## src/rtl/pwr_seq_pkg.sv

```systemverilog
package pwr_seq_pkg;

   typedef enum logic [1:0] {
      OP_WR  = 2'd0,
      OP_RD  = 2'd1,
      OP_RMW = 2'd2,
      OP_BAD = 2'd3
   } op_e;

   typedef enum logic [1:0] {
      RES_OK      = 2'd0,
      RES_REJECT  = 2'd1,
      RES_TIMEOUT = 2'd2,
      RES_IOERR   = 2'd3
   } res_e;

   typedef enum logic [2:0] {
      ST_IDLE,
      ST_WBUF,
      ST_CMD,
      ST_STAT,
      ST_GAP,
      ST_RBUF,
      ST_DONE
   } state_e;

   localparam logic [7:0] CMD_CODE = 8'hFF;
   localparam int BUSY_BIT = 0;
   localparam int ERR_BIT  = 1;

endpackage

```

## src/rtl/pwr_seq_pack.sv

```systemverilog
module pwr_seq_pack
   import pwr_seq_pkg::*;
#(
   parameter int MAX_ITEMS = 5,
   parameter int BUF_BYTES = 16,
   parameter int CNT_W     = 4
) (
   input  op_e                      op,
   input  logic [CNT_W-1:0]         count,
   input  logic [MAX_ITEMS*16-1:0]  addr,
   input  logic [MAX_ITEMS*8-1:0]   data,
   output logic [BUF_BYTES*8-1:0]   buf_bytes,
   output logic [7:0]               size,
   output logic                     legal
);

   always_comb begin
      int cnt;
      cnt       = int'(count);
      buf_bytes = '0;
      size      = 8'd0;
      legal     = (cnt != 0) && (cnt <= MAX_ITEMS) && (op != OP_BAD);
      if (op == OP_RMW) begin
         buf_bytes[15:0]  = addr[15:0];
         buf_bytes[23:16] = data[7:0];
         buf_bytes[31:24] = data[15:8];
         size             = 8'd4;
      end else begin
         for (int i = 0; i < MAX_ITEMS; i++) begin
            if (i < cnt) buf_bytes[i*16 +: 16] = addr[i*16 +: 16];
         end
         if (op == OP_WR) begin
            for (int i = 0; i < MAX_ITEMS; i++) begin
               for (int j = 0; j < BUF_BYTES; j++) begin
                  if (i < cnt && j == 2*cnt + i) buf_bytes[j*8 +: 8] = data[i*8 +: 8];
               end
            end
            size = 8'(3*cnt);
         end else begin
            size = 8'(2*cnt);
         end
      end
   end

endmodule

```

## src/rtl/pwr_seq_poll.sv

```systemverilog
module pwr_seq_poll #(
   parameter int POLL_TRIES = 100000,
   parameter int POLL_GAP   = 100
) (
   input  logic clk,
   input  logic rst_n,
   input  logic load,
   input  logic step,
   output logic last_try,
   output logic gap_done
);

   localparam int TRY_W = $clog2(POLL_TRIES + 1);
   localparam int GAP_W = $clog2(POLL_GAP + 1) > 0 ? $clog2(POLL_GAP + 1) : 1;

   logic [TRY_W-1:0] tries_q;
   logic [GAP_W-1:0] gap_q;

   always_ff @(posedge clk or negedge rst_n) begin
      if (!rst_n) begin
         tries_q <= '0;
         gap_q   <= '0;
      end else begin
         if (load)      tries_q <= TRY_W'(POLL_TRIES);
         else if (step) tries_q <= tries_q - TRY_W'(1);
         if (step)             gap_q <= GAP_W'(POLL_GAP);
         else if (gap_q != '0) gap_q <= gap_q - GAP_W'(1);
      end
   end

   assign last_try = (tries_q <= TRY_W'(1));
   assign gap_done = (gap_q == '0);

endmodule

```

## src/rtl/pwr_seq_rdcap.sv

```systemverilog
module pwr_seq_rdcap #(
   parameter int MAX_ITEMS = 5,
   parameter int IDX_W     = 2
) (
   input  logic                   clk,
   input  logic                   rst_n,
   input  logic                   clear,
   input  logic                   cap_en,
   input  logic [IDX_W-1:0]       idx,
   input  logic [31:0]            word,
   output logic [MAX_ITEMS*8-1:0] rd_data
);

   for (genvar k = 0; k < MAX_ITEMS; k++) begin : g_byte
      always_ff @(posedge clk or negedge rst_n) begin
         if (!rst_n)                                    rd_data[k*8 +: 8] <= 8'h00;
         else if (clear)                                rd_data[k*8 +: 8] <= 8'h00;
         else if (cap_en && idx == IDX_W'(k/4))         rd_data[k*8 +: 8] <= word[(k%4)*8 +: 8];
      end
   end

endmodule

```

## src/rtl/pwr_reg_seq.sv

```systemverilog
module pwr_reg_seq
   import pwr_seq_pkg::*;
#(
   parameter int MAX_ITEMS  = 5,
   parameter int POLL_TRIES = 100000,
   parameter int POLL_GAP   = 100,
   parameter int ADDR_W     = 8,
   parameter int CMD_OFS    = 'h00,
   parameter int STAT_OFS   = 'h04,
   parameter int WBUF_OFS   = 'h80,
   parameter int RBUF_OFS   = 'h90,
   localparam int CNT_W     = $clog2(MAX_ITEMS + 1) + 1
) (
   input  logic                   clk,
   input  logic                   rst_n,
   input  logic                   req_valid,
   output logic                   req_ready,
   input  logic [1:0]             req_op,
   input  logic [CNT_W-1:0]       req_count,
   input  logic [MAX_ITEMS*16-1:0] req_addr,
   input  logic [MAX_ITEMS*8-1:0] req_data,
   output logic                   bus_valid,
   output logic                   bus_write,
   output logic [ADDR_W-1:0]      bus_addr,
   output logic [31:0]            bus_wdata,
   input  logic                   bus_ready,
   input  logic [31:0]            bus_rdata,
   output logic                   done,
   output logic [1:0]             result,
   output logic [MAX_ITEMS*8-1:0] rd_data
);

   localparam int BUF_BYTES = ((3*MAX_ITEMS + 3) / 4) * 4;
   localparam int BUF_WORDS = BUF_BYTES / 4;
   localparam int RD_WORDS  = (MAX_ITEMS + 3) / 4;
   localparam int IDX_W     = $clog2(BUF_WORDS);

   if (MAX_ITEMS < 2 || 3*MAX_ITEMS > 255) begin : g_bad_items
      $error("MAX_ITEMS out of range");
   end
   if (POLL_TRIES < 1 || POLL_GAP < 0) begin : g_bad_poll
      $error("poll parameters out of range");
   end
   if (WBUF_OFS + 4*BUF_WORDS > 2**ADDR_W || RBUF_OFS + 4*RD_WORDS > 2**ADDR_W) begin : g_bad_map
      $error("mailbox offsets exceed address width");
   end

   state_e                          state_q;
   op_e                             op_q;
   logic [CNT_W-1:0]                count_q;
   logic [7:0]                      size_q;
   logic [BUF_WORDS-1:0][31:0]      buf_q;
   logic [IDX_W-1:0]                idx_q;
   res_e                            result_q;

   logic [BUF_BYTES*8-1:0]          pk_bytes;
   logic [7:0]                      pk_size;
   logic                            pk_legal;
   logic                            last_try, gap_done;
   logic                            poll_load, poll_step, cap_en, accept;
   logic                            w_last, r_last, stat_busy, stat_err;

   pwr_seq_pack #(
      .MAX_ITEMS (MAX_ITEMS),
      .BUF_BYTES (BUF_BYTES),
      .CNT_W     (CNT_W)
   ) i_pack (
      .op        (op_e'(req_op)),
      .count     (req_count),
      .addr      (req_addr),
      .data      (req_data),
      .buf_bytes (pk_bytes),
      .size      (pk_size),
      .legal     (pk_legal)
   );

   pwr_seq_poll #(
      .POLL_TRIES (POLL_TRIES),
      .POLL_GAP   (POLL_GAP)
   ) i_poll (
      .clk      (clk),
      .rst_n    (rst_n),
      .load     (poll_load),
      .step     (poll_step),
      .last_try (last_try),
      .gap_done (gap_done)
   );

   pwr_seq_rdcap #(
      .MAX_ITEMS (MAX_ITEMS),
      .IDX_W     (IDX_W)
   ) i_rdcap (
      .clk     (clk),
      .rst_n   (rst_n),
      .clear   (accept),
      .cap_en  (cap_en),
      .idx     (idx_q),
      .word    (bus_rdata),
      .rd_data (rd_data)
   );

   assign stat_busy = bus_rdata[BUSY_BIT];
   assign stat_err  = bus_rdata[ERR_BIT];
   assign w_last    = (idx_q == IDX_W'((int'(size_q) + 3) / 4 - 1));
   assign r_last    = (idx_q == IDX_W'((int'(count_q) + 3) / 4 - 1));
   assign accept    = (state_q == ST_IDLE) && req_valid && pk_legal;
   assign poll_load = (state_q == ST_CMD) && bus_ready;
   assign poll_step = (state_q == ST_STAT) && bus_ready && stat_busy && !last_try;
   assign cap_en    = (state_q == ST_RBUF) && bus_ready;

   always_ff @(posedge clk or negedge rst_n) begin
      if (!rst_n) begin
         state_q  <= ST_IDLE;
         op_q     <= OP_WR;
         count_q  <= '0;
         size_q   <= 8'd0;
         buf_q    <= '0;
         idx_q    <= '0;
         result_q <= RES_OK;
      end else begin
         case (state_q)
            ST_IDLE: begin
               if (req_valid) begin
                  if (pk_legal) begin
                     op_q    <= op_e'(req_op);
                     count_q <= req_count;
                     size_q  <= pk_size;
                     buf_q   <= pk_bytes;
                     idx_q   <= '0;
                     state_q <= ST_WBUF;
                  end else begin
                     result_q <= RES_REJECT;
                     state_q  <= ST_DONE;
                  end
               end
            end
            ST_WBUF: begin
               if (bus_ready) begin
                  if (w_last) begin
                     idx_q   <= '0;
                     state_q <= ST_CMD;
                  end else begin
                     idx_q <= idx_q + IDX_W'(1);
                  end
               end
            end
            ST_CMD: begin
               if (bus_ready) state_q <= ST_STAT;
            end
            ST_STAT: begin
               if (bus_ready) begin
                  if (!stat_busy) begin
                     if (stat_err) begin
                        result_q <= RES_IOERR;
                        state_q  <= ST_DONE;
                     end else if (op_q == OP_RD) begin
                        idx_q   <= '0;
                        state_q <= ST_RBUF;
                     end else begin
                        result_q <= RES_OK;
                        state_q  <= ST_DONE;
                     end
                  end else if (last_try) begin
                     result_q <= RES_TIMEOUT;
                     state_q  <= ST_DONE;
                  end else begin
                     state_q <= ST_GAP;
                  end
               end
            end
            ST_GAP: begin
               if (gap_done) state_q <= ST_STAT;
            end
            ST_RBUF: begin
               if (bus_ready) begin
                  if (r_last) begin
                     result_q <= RES_OK;
                     state_q  <= ST_DONE;
                  end else begin
                     idx_q <= idx_q + IDX_W'(1);
                  end
               end
            end
            ST_DONE: state_q <= ST_IDLE;
            default: state_q <= ST_IDLE;
         endcase
      end
   end

   always_comb begin
      bus_valid = 1'b0;
      bus_write = 1'b0;
      bus_addr  = '0;
      bus_wdata = 32'h0;
      case (state_q)
         ST_WBUF: begin
            bus_valid = 1'b1;
            bus_write = 1'b1;
            bus_addr  = ADDR_W'(WBUF_OFS + 4*int'(idx_q));
            bus_wdata = buf_q[idx_q];
         end
         ST_CMD: begin
            bus_valid = 1'b1;
            bus_write = 1'b1;
            bus_addr  = ADDR_W'(CMD_OFS);
            bus_wdata = {8'h00, size_q, 2'b00, op_q, 4'b0000, CMD_CODE};
         end
         ST_STAT: begin
            bus_valid = 1'b1;
            bus_addr  = ADDR_W'(STAT_OFS);
         end
         ST_RBUF: begin
            bus_valid = 1'b1;
            bus_addr  = ADDR_W'(RBUF_OFS + 4*int'(idx_q));
         end
         default: ;
      endcase
   end

   assign req_ready = (state_q == ST_IDLE);
   assign done      = (state_q == ST_DONE);
   assign result    = result_q;

endmodule

```

## config.mk

```make
export PLATFORM = sky130hd
export DESIGN_NAME = pwr_reg_seq
export DESIGN_NICKNAME = d
export VERILOG_FILES = /design/src/rtl/pwr_seq_pkg.sv /design/src/rtl/pwr_seq_pack.sv /design/src/rtl/pwr_seq_poll.sv /design/src/rtl/pwr_seq_rdcap.sv /design/src/rtl/pwr_reg_seq.sv
export SDC_FILE = /design/constraint.sdc
export NUM_CORES = 1
export LEC_CHECK = 0
export ABC_CLOCK_PERIOD_IN_PS = 2430
export BUFFER_PORTS_ARGS = -buffer_cell sky130_fd_sc_hd__buf_2
export CAP_MARGIN = 20
export CORE_MARGIN = 4
export CORE_UTILIZATION = 51
export DETAILED_ROUTE_END_ITERATION = 16
export PLACE_DENSITY = 0.74
export SETUP_SLACK_MARGIN = 0.5
export SYNTH_ARGS = -nofsm -noshare
export SYNTH_HDL_FRONTEND = slang
export SYNTH_SLANG_ARGS = --single-unit
export TNS_END_PERCENT = 30
```

## constraint.sdc

```tcl
create_clock -name clk -period 2.43 [get_ports clk]
set_input_delay 0.3645 -clock clk [delete_from_list [all_inputs] [get_ports clk]]
set_output_delay 0.3645 -clock clk [all_outputs]
set_load 0.1 [all_outputs]
```

==> metrics.txt <==
final instance area between 20000 and 25000 um2; critical path, cell by cell buf_4 -> nand2b_2 -> nor2_2 -> buf_6 -> a22o_1 -> buf_12; Clock Pin Slew Worst Setup and Hold Paths about 0.060 ns; synth unique cells 77; vias in the first global route between 15000 and 20000; crit share post-route 105.5%; total grt overflow 0; largest net degree at the start of global routing between 70 and 80; sequential power share 24.8%; EDFF count, synth 0; core area about 26000 um2; CTS Root Cell clkbuf_16; critical path class reg -> out; Achievable Freq just under 400 MHz; Final #Nets approximately 2100; CTS H-tree lvls 1; failing checks setup timing; Seq/Total Area, Yosys a little under two fifths; vias per cell 6.926; die height 172.5 um; Worst EP arrival approximately 2.2 ns; hold_sp bus_rdata[9]; Total GRT Usage 36.30%; hpwl dp between 30000 and 40000 um; FF+latch count, synth 211; Synth Area per Inst roughly 8.6 um2; Max-Cap Viols 0; routability congestion estimate a little under 1; row cnt between 50 and 60; Mapped Cells 1610; ys flop type dfrtp_1; Final Hold Vio Count 0; Final min period 2.564 ns; WL final between 50000 and 60000 um; hold depth 3; Worst path slowest cell dfrtp_1; Reg-to-Reg End i_poll.tries_q[6]; CP endpoint kind output pin; share of the synthesized area in the top cell type a little under two fifths; R2R Setup Slk about 0.11 ns; post-route ant nets 0; Antenna diodes 0; Reg2Reg Depth 6; Synth area leaders dfrtp_1 (38%), nand2_1 (6.7%), mux4_2 (5.2%); fillers 1642; largest area contributor in the netlist dfrtp_1; Mapped Area between 10000 and 15000 um2; fin worst setup slack -0.1336 ns; share of cells above drive strength 1 a little under half; slew margin rel. 42.46%; Clock Skews 0.006531 ns; outcome finished, violations left; slew of the pin with the lowest slew margin roughly 0.86 ns; hold endpoint i_rdcap.rd_data[9]; clk_lat worst skew ~0.53 ns; switching share of power ~50%; CP peak stage delay ~0.42 ns; 1st-iter DRT viols 2221; RSZ-0062 raised after global routing true; number of detailed-route iterations in the first pass 8; DRC 0; CTS Sinks 211; pre-CTS setup slack -0.2482 ns; CP max FO 9; global-route wire length before repair 84540 um; pwr dens about 1200 nW/um2; initial core utilization between 50% and 60%; die width 172.5 um; total number of vias around 16000; placed cell area roughly 17000 um2; Int Power roughly 12 mW; initial antenna violation count 1; Area Overhead vs Synth 48.97%; Avg WL per Cell 25.74 um; total of warnings raised by yosys 0; required time of the worst setup path ~2.1 ns; R2R Path Start i_poll.tries_q[5]; total CTS buffers 24; die area slightly below 30000 um2; clock buffer depth 3; Setup-failing EPs final 31; Worst VDD drop 0.0009141 V; Slew Limit Fails 0; Post-synth ARST share 100.0%; Gate power share between 50% and 60%; HP Class in -> reg; total power 24.03 mW; Ports about 250; Sw Pwr about 12 mW; Static Leak 8.795 nW; clock power share between 10% and 20%; TritonCTS clock tree built; Worst Setup Start Kind register; IO buf count around 240
## layout make-up
type                            count  area (um2)  area share (%)
Timing Repair Buffer              454        4068           19.79
Clock buffer                       32       680.7           3.312
Clock inverter                     11       172.7          0.8402
Inverter                           28       117.6          0.5723
Tap cell                          335       419.2           2.040
Sequential cell                   211        5285           25.72
Multi-Input combinational cell   1215        9807           47.72
## worst max-delay path: cells and delay by family, from the launching register on
family                 cells  cell delay (ns)
DFF                        1             0.42
AOI/OAI and AO/OA          1             0.21
buffers and inverters      3             0.57
and+or+nand+nor            2             0.44
## Yosys cell counts (5+ instances only)
master and n:
or3_1 8, buf_1 20, a211oi_1 14, nand2b_1 13
nand4_1 20, o21ai_0 112, a31oi_1 41, a21oi_1 91
a32o_1 15, o311ai_0 5, a22o_1 14, nand2_1 245
o2bb2ai_1 8, o2111ai_1 5, a222oi_1 10, xor2_1 6
mux2i_1 24, a221oi_1 54, o21ai_1 6, o211ai_1 39
xnor2_1 16, clkbuf_1 77, mux4_2 32, a22oi_1 11
a221o_1 18, buf_4 8, nand3_1 71, and2_1 32
and3_1 14, dfrtp_1 211, nor4_1 10, o311ai_1 6
nor2b_1 8, nor2_1 134, ha_1 17, a21o_1 9
inv_1 27, o31ai_1 5, nor3_1 39, buf_2 54
## sequential cells by signal, summed over array words and instances, names as in the netlist
register	cells
state_q	3
i_rdcap.rd_data	40
buf_q	128
i_poll.tries_q	17
i_poll.gap_q	7
size_q	6
idx_q	2
op_q	2
result	2
count_q	4
## per-stage QoR
step / util, % / setup TNS (ns) / std cells / hold slack [ns]
2_1_floorplan: - / -6.464 / 1613 / 0.06891
3_3_place_gp: 64.16 / -1.847 / 2197 / 0.4257
3_5_place_dp: 64.16 / -5.240 / 2197 / 0.4280
4_1_cts: 72.97 / -2.306 / 2268 / 0.04635
5_1_grt: 77.98 / -3.597 / 2286 / 0.06677
6_report: 77.98 / -2.048 / 2286 / 0.06393
## kinds of logic (layout without fill, tap and decap cells)
kind of cell,after synthesis,after routing,share of synthesized area (%)
mux,57,57,7.048
other cells,1,4,0.02718
xor+xnor,22,22,1.397
buf+inv,188,525,5.878
compound gates,493,493,24.73
fa+ha+maj,18,18,1.687
flops,211,211,38.28
simple gates,620,621,20.95
## worst max path at each step
stage                          to  cells past startpoint    startpoint
finish              bus_wdata[18]                      6    state_q[2]
detailed placement      buf_q[50]                      9  req_count[3]
global placement        buf_q[50]                      9  req_count[3]
CTS                 bus_wdata[16]                      4      idx_q[0]
floorplan               buf_q[23]                      7    state_q[2]
global route        bus_wdata[18]                      6    state_q[2]
## cell usage in the layout (no fill, tap or decap), drive strengths merged, types with 17 or more instances in the layout
cell | Yosys | layout
inv | 28 | 27
dfrtp | 211 | 211
nand3 | 71 | 71
nor3 | 44 | 44
mux2i | 24 | 24
buf | 83 | 451
o21ai | 118 | 118
ha | 17 | 17
nor2 | 134 | 134
a31oi | 41 | 41
clkbuf | 77 | 34
nand4 | 20 | 20
and2 | 33 | 33
a221oi | 54 | 54
a221o | 18 | 18
o211ai | 40 | 40
nand2 | 247 | 247
a21oi | 91 | 91
mux4 | 32 | 32
## power groups by stage
stage | Combinational (mW) | Clock, mW | Sequential [mW]
final | 14.1 | 3.95 | 5.96
after global placement | 11.4 | 0 | 5.66
after floorplan | 6.11 | 0 | 7.74
after detailed placement | 11.6 | 0 | 5.73
after global routing | 14.7 | 4.11 | 6.06
after CTS | 12.8 | 3.95 | 5.79
## per-layer routing
| layer | track usage, % | vias up | wire (um) |
|---|---|---|---|
| li1 | - | 6659 | - |
| met1 | 49.08 | 7619 | 21520 |
| met2 | 56.28 | 1299 | 27070 |
| met3 | 9.031 | 254 | 7347 |
| met4 | 14.63 | 2 | 2874 |
| met5 | 0 | - | 23 |
## timing repair
action | 4_1_cts | 5_1_grt
gates cloned | 6 | 1
hold buffers | 1 | 0
pin swaps | 167 | 119
endpoints found under the setup margin | 216 | 250
endpoints found under the hold margin | 65 | 0
gates resized for setup | 357 | 256
buffers inserted | 21 | 17
(Power assumes the default switching activity.)
